$ cat config.mk
export PLATFORM = sky130hd
export DESIGN_NAME = usbOutDma
export DESIGN_NICKNAME = d
export VERILOG_FILES = /design/src/rtl/usbOutDmaPkg.sv /design/src/rtl/usbOutDmaCtrl.sv /design/src/rtl/usbOutDmaPath.sv /design/src/rtl/usbOutDma.sv
export SDC_FILE = /design/constraint.sdc
export NUM_CORES = 1
export LEC_CHECK = 0
export ABC_AREA = 1
export BUFFER_PORTS_ARGS = -buffer_cell sky130_fd_sc_hd__buf_4
export CAP_MARGIN = 5
export CORE_ASPECT_RATIO = 0.6
export CORE_MARGIN = 5
export CORE_UTILIZATION = 51
export CTS_BUF_LIST = sky130_fd_sc_hd__clkbuf_4 sky130_fd_sc_hd__clkbuf_8
export DETAILED_ROUTE_END_ITERATION = 7
export GPL_TIMING_DRIVEN = 0
export PLACE_DENSITY = 0.83
export SYNTH_ARGS = -nofsm -noshare
export SYNTH_HDL_FRONTEND = slang
export SYNTH_HIERARCHICAL = 1
export SYNTH_SLANG_ARGS = --single-unit
$ cat constraint.sdc
create_clock -name clk -period 2.85 [get_ports clk]
set_input_delay 0.57 -clock clk [delete_from_list [all_inputs] [get_ports clk]]
set_output_delay 0.57 -clock clk [all_outputs]
set_load 0.01 [all_outputs]
$ cat src/rtl/usbOutDmaPkg.sv
package usbOutDmaPkg;

  localparam int MPS_W = 7;

  typedef enum logic [1:0] {
    ST_IDLE = 2'd0,
    ST_XFER = 2'd1,
    ST_DONE = 2'd2
  } dmaStateT;

  typedef struct packed {
    logic ldBeats;   // load packet word counter at start
    logic beatStep;  // one word written this cycle
    logic setShort;  // flag short packet
    logic setOvf;    // flag buffer overflow
  } dmaStrobeT;

endpackage

$ cat src/rtl/usbOutDmaCtrl.sv
module usbOutDmaCtrl
  import usbOutDmaPkg::*;
(
  input  logic             clk,
  input  logic             rstN,
  input  logic             runOk,
  input  logic             pktRdy,
  input  logic [MPS_W-1:0] rxCount,
  input  logic [MPS_W-1:0] maxPkt,
  input  logic             busGnt,
  input  logic             beatsLast,
  input  logic             remLast,
  input  logic             remZero,
  input  logic             anySt,
  output dmaStrobeT        strb,
  output logic             busReq,
  output logic             fifoRdEn,
  output logic             memWr,
  output logic             pktRdyClr
);

  dmaStateT state, stateNxt;
  logic     shortPkt;
  logic     startOk;

  assign shortPkt = (maxPkt == '0) || (rxCount < maxPkt);
  assign startOk  = runOk && pktRdy && !anySt;

  always_ff @(posedge clk) begin
    if (!rstN) state <= ST_IDLE;
    else       state <= stateNxt;
  end

  always_comb begin
    stateNxt  = state;
    strb      = '0;
    busReq    = 1'b0;
    fifoRdEn  = 1'b0;
    memWr     = 1'b0;
    pktRdyClr = 1'b0;
    unique case (state)
      ST_IDLE: begin
        if (startOk) begin
          if (shortPkt) begin
            strb.setShort = 1'b1;
          end else if (remZero) begin
            strb.setOvf = 1'b1;
          end else begin
            strb.ldBeats = 1'b1;
            stateNxt     = ST_XFER;
          end
        end
      end
      ST_XFER: begin
        busReq = 1'b1;
        if (busGnt) begin
          strb.beatStep = 1'b1;
          fifoRdEn      = 1'b1;
          memWr         = 1'b1;
          if (beatsLast) begin
            stateNxt = ST_DONE;
          end else if (remLast) begin
            strb.setOvf = 1'b1;
            stateNxt    = ST_IDLE;
          end
        end
      end
      ST_DONE: begin
        pktRdyClr = 1'b1;
        stateNxt  = ST_IDLE;
      end
      default: stateNxt = ST_IDLE;
    endcase
  end


  req_hold_chk: assert property (@(posedge clk) disable iff (!rstN)
    busReq && !busGnt |=> busReq);


  clr_gap_chk: assert property (@(posedge clk) disable iff (!rstN)
    pktRdyClr |-> !busReq && $past(memWr));


  clr_pulse_chk: assert property (@(posedge clk) disable iff (!rstN)
    pktRdyClr |=> !pktRdyClr);


  run_gate_chk: assert property (@(posedge clk) disable iff (!rstN)
    $rose(busReq) |-> $past(runOk));


  short_no_bus_chk: assert property (@(posedge clk) disable iff (!rstN)
    strb.setShort |-> !busReq && !fifoRdEn);


  hold_while_flag_chk: assert property (@(posedge clk) disable iff (!rstN)
    $past(anySt) && $past(state == ST_IDLE) |-> !busReq);

endmodule

$ cat src/rtl/usbOutDmaPath.sv
module usbOutDmaPath
  import usbOutDmaPkg::*;
#(
  parameter int ADDR_W = 16,
  parameter int CNT_W  = 12,
  parameter int DATA_W = 8
) (
  input  logic              clk,
  input  logic              rstN,
  input  dmaStrobeT         strb,
  input  logic [MPS_W-1:0]  maxPkt,
  input  logic              swAddrWr,
  input  logic [ADDR_W-1:0] swAddrData,
  input  logic              swCountWr,
  input  logic [CNT_W-1:0]  swCountData,
  input  logic [1:0]        intClr,
  input  logic [DATA_W-1:0] fifoData,
  output logic [ADDR_W-1:0] curAddr,
  output logic [CNT_W-1:0]  remCount,
  output logic [DATA_W-1:0] memWrData,
  output logic              beatsLast,
  output logic              remLast,
  output logic              remZero,
  output logic              shortSt,
  output logic              ovfSt
);

  localparam logic [ADDR_W-1:0] ADDR_ONE = ADDR_W'(1);
  localparam logic [CNT_W-1:0]  CNT_ONE  = CNT_W'(1);
  localparam logic [MPS_W-1:0]  BEAT_ONE = MPS_W'(1);

  logic [MPS_W-1:0] beatsLeft;

  always_ff @(posedge clk) begin
    if (!rstN)              beatsLeft <= '0;
    else if (strb.ldBeats)  beatsLeft <= maxPkt;
    else if (strb.beatStep) beatsLeft <= beatsLeft - BEAT_ONE;
  end

  always_ff @(posedge clk) begin
    if (!rstN)              curAddr <= '0;
    else if (swAddrWr)      curAddr <= swAddrData;
    else if (strb.beatStep) curAddr <= curAddr + ADDR_ONE;
  end

  always_ff @(posedge clk) begin
    if (!rstN)              remCount <= '0;
    else if (swCountWr)     remCount <= swCountData;
    else if (strb.beatStep) remCount <= remCount - CNT_ONE;
  end

  always_ff @(posedge clk) begin
    if (!rstN) begin
      shortSt <= 1'b0;
      ovfSt   <= 1'b0;
    end else begin
      shortSt <= (shortSt & ~intClr[0]) | strb.setShort;
      ovfSt   <= (ovfSt & ~intClr[1]) | strb.setOvf;
    end
  end

  assign beatsLast = (beatsLeft == BEAT_ONE);
  assign remLast   = (remCount == CNT_ONE);
  assign remZero   = (remCount == '0);
  assign memWrData = fifoData;


  addr_step_chk: assert property (@(posedge clk) disable iff (!rstN)
    strb.beatStep && !swAddrWr |=> curAddr == $past(curAddr) + ADDR_ONE);


  cnt_step_chk: assert property (@(posedge clk) disable iff (!rstN)
    strb.beatStep && !swCountWr |=> remCount == $past(remCount) - CNT_ONE);


  no_overflow_chk: assert property (@(posedge clk) disable iff (!rstN)
    strb.beatStep |-> !remZero);


  short_sticky_chk: assert property (@(posedge clk) disable iff (!rstN)
    shortSt && !intClr[0] |=> shortSt);


  ovf_sticky_chk: assert property (@(posedge clk) disable iff (!rstN)
    ovfSt && !intClr[1] |=> ovfSt);

endmodule

$ cat src/rtl/usbOutDma.sv
module usbOutDma
  import usbOutDmaPkg::*;
#(
  parameter int ADDR_W = 16,
  parameter int CNT_W  = 12,
  parameter int DATA_W = 8
) (
  input  logic              clk,
  input  logic              rstN,
  input  logic [2:0]        epCfg,
  input  logic [MPS_W-1:0]  epMaxPkt,
  input  logic [2:0]        chCfg,
  input  logic              pktRdy,
  input  logic [MPS_W-1:0]  rxCount,
  output logic              pktRdyClr,
  output logic              fifoRdEn,
  input  logic [DATA_W-1:0] fifoData,
  output logic              busReq,
  input  logic              busGnt,
  output logic              memWr,
  output logic [DATA_W-1:0] memWrData,
  input  logic              swAddrWr,
  input  logic [ADDR_W-1:0] swAddrData,
  input  logic              swCountWr,
  input  logic [CNT_W-1:0]  swCountData,
  input  logic [1:0]        intClr,
  output logic [ADDR_W-1:0] curAddr,
  output logic [CNT_W-1:0]  remCount,
  output logic              shortSt,
  output logic              ovfSt,
  output logic              irq
);

  dmaStrobeT strb;
  logic      runOk;
  logic      beatsLast, remLast, remZero;

  assign runOk = (&epCfg) && (&chCfg);
  assign irq   = (shortSt | ovfSt) & chCfg[2];

  usbOutDmaCtrl uCtrl (
    .clk       (clk),
    .rstN      (rstN),
    .runOk     (runOk),
    .pktRdy    (pktRdy),
    .rxCount   (rxCount),
    .maxPkt    (epMaxPkt),
    .busGnt    (busGnt),
    .beatsLast (beatsLast),
    .remLast   (remLast),
    .remZero   (remZero),
    .anySt     (shortSt | ovfSt),
    .strb      (strb),
    .busReq    (busReq),
    .fifoRdEn  (fifoRdEn),
    .memWr     (memWr),
    .pktRdyClr (pktRdyClr)
  );

  usbOutDmaPath #(
    .ADDR_W (ADDR_W),
    .CNT_W  (CNT_W),
    .DATA_W (DATA_W)
  ) uPath (
    .clk         (clk),
    .rstN        (rstN),
    .strb        (strb),
    .maxPkt      (epMaxPkt),
    .swAddrWr    (swAddrWr),
    .swAddrData  (swAddrData),
    .swCountWr   (swCountWr),
    .swCountData (swCountData),
    .intClr      (intClr),
    .fifoData    (fifoData),
    .curAddr     (curAddr),
    .remCount    (remCount),
    .memWrData   (memWrData),
    .beatsLast   (beatsLast),
    .remLast     (remLast),
    .remZero     (remZero),
    .shortSt     (shortSt),
    .ovfSt       (ovfSt)
  );


  irq_gate_chk: assert property (@(posedge clk) disable iff (!rstN)
    irq |-> chCfg[2] && (shortSt || ovfSt));

endmodule

==> results.sh <==
export IMPL_outcome="complete, no violations"
export IMPL_reg2reg_from="uPath/remCount[8]$_SDFFE_PN0P_"
export IMPL_row_count=21
export IMPL_viasPerCell=5.23
export IMPL_start_util_pct=51.7
export IMPL_cp_required_ns=3.04
export IMPL_ys_warn_count=6
export IMPL_via_count=3235
export IMPL_cpPeakStageDelay_ns=0.28
export IMPL_p_int_w=0.00101
export IMPL_finalNetCount=625
export IMPL_clk_pin_slew_worst_paths_ns=0.08
export IMPL_yosys_cell_types_count=35
export IMPL_gr_usage_all_layers_pct=23.7
export IMPL_max_clock_path_buffers=2
export IMPL_grt_pass1_wl_um=13700
export IMPL_power_frac_comb_pct=22.0
export IMPL_timing_critical_path_fanout_max=10
export IMPL_synth_avg_cell_area_um2=6.39
export IMPL_seq_area_frac_synth_pct=27.5
export IMPL_power_switching_w=0.000408
export IMPL_ant_nets=0
export IMPL_yosysMostFrequentCell="nand2_1"
export IMPL_post_drt_wl_per_cell_um=13.9
export IMPL_hold_slack_ns=0.537
export IMPL_cts_resized=0
export IMPL_peakVddDrop_mv=0.279
export IMPL_slew_violations=0
export IMPL_path_depth=19
export IMPL_power_density_nw_per_um2=375
export IMPL_synth_edff_count=0
export IMPL_slowest_stage="ha_1"
export IMPL_core_area_um2=5490
export IMPL_cp_common_cell="nand2_1"
export IMPL_path_class="primary input to flop"
export IMPL_synth_fp_nets=521
export IMPL_antenna_found_initial=0
export IMPL_async_flop_share_pct=0
export IMPL_die_w_um=106
export IMPL_drive_gt1_share_pct=26.7
export IMPL_clock_sinks=39
export IMPL_syn_cell_area_um2=2840
export IMPL_path_buf_inv=7
export IMPL_cts_made_buffers=5
export IMPL_drcViolationCount=0
export IMPL_fin_crit_ns=2.35
export IMPL_r2r_slack_ns=0.64
export IMPL_start_kind="primary input"
export IMPL_maxCapViolations=0
export IMPL_switching_share_pct=28.8
export IMPL_tightestPinTransition_ns=0.539
export IMPL_drtIter0Drc=206
export IMPL_p_clk_share_pct=35.3
export IMPL_yosysTopAreaCellShare_pct=27.5
export IMPL_synthCells=445
export IMPL_crit_arrival_ns=2.54
export IMPL_crit_end="uPath/beatsLeft[4]$_SDFFE_PN0P_"
export IMPL_first_pass_iters=5
export IMPL_min_delay_path_class="flop to flop"
export IMPL_grt_pass1_vias=2876
export IMPL_io_buffers=97
export IMPL_h_tree_depth=2
export IMPL_synth_area_leaders="dfxtp_1 (27%), nand2_1 (15%), inv_1 (8.5%)"
export IMPL_cp_cell_sequence="buf_4 -> inv_1 -> ha_1 -> nand2_1 -> inv_1 -> nand2_1 -> nand2_1 -> nand2_1 -> nand2_2 -> nand2_2 -> nor4_1 -> buf_2 -> inv_1 -> nand2_1 -> inv_1 -> nand2_1 -> o21ai_1 -> o21ai_0 -> inv_1"
export IMPL_multi_input_comb_area_um2=1650
export IMPL_ys_seq_elements=39
export IMPL_finalHoldViolations=0
export IMPL_skew_ns=0.00848
export IMPL_fillerInstances=500
export IMPL_fin_ws_ns=0.502
export IMPL_regArea_um2=781
export IMPL_die_area_um2=7210
export IMPL_dp_slack_ns=0.297
export IMPL_seqPwrFrac_pct=42.7
export IMPL_cp_startpoint="epMaxPkt[2]"
export IMPL_setup_violations_final=0
export IMPL_fin_crit_sh_pct=82.4
export IMPL_critical_path_top_delay_family="simple AND/OR/NAND/NOR gates"
export IMPL_num_io_pins=107
export IMPL_grt_overflow_total=0
export IMPL_dieHeight_um=67.8
export IMPL_r2r_cells=13
export IMPL_insertion_delay_ns=0.30
export IMPL_synthTopCellsByCount="nand2_1 (110), inv_1 (64), nor2_1 (51), dfxtp_1 (39), nand3_1 (27)"
export IMPL_setup_tns_ns=0
export IMPL_rsz0062_at_grt="false"
export IMPL_max_freq_mhz=426
export IMPL_worst_setup_path_end_kind="flop"
export IMPL_dp_hpwl_um=6750
export IMPL_total_power_w=0.00142
export IMPL_cts_tree="built"
export IMPL_globalplace_congestion=0.942
export IMPL_leakage_nw=1.92
export IMPL_slew_limit_headroom_pct=64.1
export IMPL_grt_max_degree=13
export IMPL_syn_to_final_growth_pct=32.8
export IMPL_postCtsHoldBufs=0
export IMPL_post_cts_setup_buffers=0
export IMPL_synth_top_flop_cell="dfxtp_1"
export IMPL_synth_top_area_cell="dfxtp_1"
export IMPL_antennaDiodeCount=0
export IMPL_wirelength_um=8620
export IMPL_cts_root_buf="clkbuf_8"
export IMPL_r2r_end="uPath/beatsLeft[4]$_SDFFE_PN0P_"
[routing by layer]
metal / up-vias / global-route usage, % / routed length (um)
li1: 1619 / - / -
met5: - / 0 / 0
met2: 150 / 36.3 / 3690
met1: 1454 / 34.0 / 4000
met3: 12 / 5.37 / 828
met4: 0 / 5.82 / 100
[metrics by stage]
step	util (%)	cells	instance area (um^2)
6_report	68.7	619	3770
5_1_grt	68.7	619	3770
4_1_cts	68.7	619	3770
3_5_place_dp	66.6	611	3660
3_3_place_gp	66.6	611	3660
2_1_floorplan	-	445	2840
[cell families after synthesis]
kind of cell,count (synthesis),share of synthesized area [%]
AND/OR/NAND/NOR,223,34.5
buffers and inverters,88,14.4
AO/OA/AOI/OAI,73,15.2
flip-flops,39,27.5
adder cells (fa/ha/maj),12,5.28
XOR/XNOR,10,3.08
[flip-flops by register name (all words and copies together), names as in the netlist]
signal / cells
uPath/beatsLeft: 7
uPath/remCount: 12
uCtrl/state: 2
uPath/curAddr: 16
uPath/ovfSt: 1
uPath/shortSt: 1
[cells in the final DEF (no fill, tap or decap), types with 5 or more instances in the layout]
cell type and n:
nand2_2 5, nor2_4 5, nor2_1 51, nor3_1 6, nand3_1 27, nand4_1 6, a31oi_1 7, nor2_2 8
o21ai_1 6, a22oi_1 15, o21ai_0 16, buf_4 108, inv_1 64, clkbuf_8 8, dfxtp_1 39, a21oi_1 23
nand2_1 110, ha_1 12, xor2_1 7
[area by class of cell]
class	count	share of cell area [%]
multi-input cells	318	43.7
flip-flops and latches	39	20.7
repair buffers	97	19.3
inverters	68	6.76
plain buffers	20	4.11
well taps	69	2.29
clock buffers	6	2.19
clock inverters	2	0.928
[worst min-delay path by stage]
stage / cells after the start / startpoint / slack (ns) / to
final: 2 / uPath/beatsLeft[2]$_SDFFE_PN0P_ / 0.54 / uPath/beatsLeft[2]$_SDFFE_PN0P_
after global routing: 3 / epMaxPkt[5] / 0.55 / uPath/beatsLeft[5]$_SDFFE_PN0P_
after CTS: 3 / epMaxPkt[5] / 0.53 / uPath/beatsLeft[5]$_SDFFE_PN0P_
after detailed placement: 2 / uPath/beatsLeft[2]$_SDFFE_PN0P_ / 0.52 / uPath/beatsLeft[2]$_SDFFE_PN0P_
after global placement: 2 / uPath/beatsLeft[2]$_SDFFE_PN0P_ / 0.50 / uPath/beatsLeft[2]$_SDFFE_PN0P_
after floorplan: 2 / uPath/beatsLeft[3]$_SDFFE_PN0P_ / 0.48 / uPath/beatsLeft[3]$_SDFFE_PN0P_
[worst min-delay path, stage by stage (launching register included)]
cell and delay, ns:
dfxtp_1 0.34, nand2_1 0.07, a31oi_1 0.07
[power groups by stage]
stage          Clock [W]  Sequential, W  Combinational (W)
2_1_floorplan          0       0.000619           0.000154
3_3_place_gp           0       0.000616           0.000297
3_5_place_dp           0       0.000616           0.000307
4_1_cts         0.000500       0.000604           0.000310
5_1_grt         0.000520       0.000609           0.000343
6_report        0.000500       0.000605           0.000312
Power figures use the tool's default switching activity.
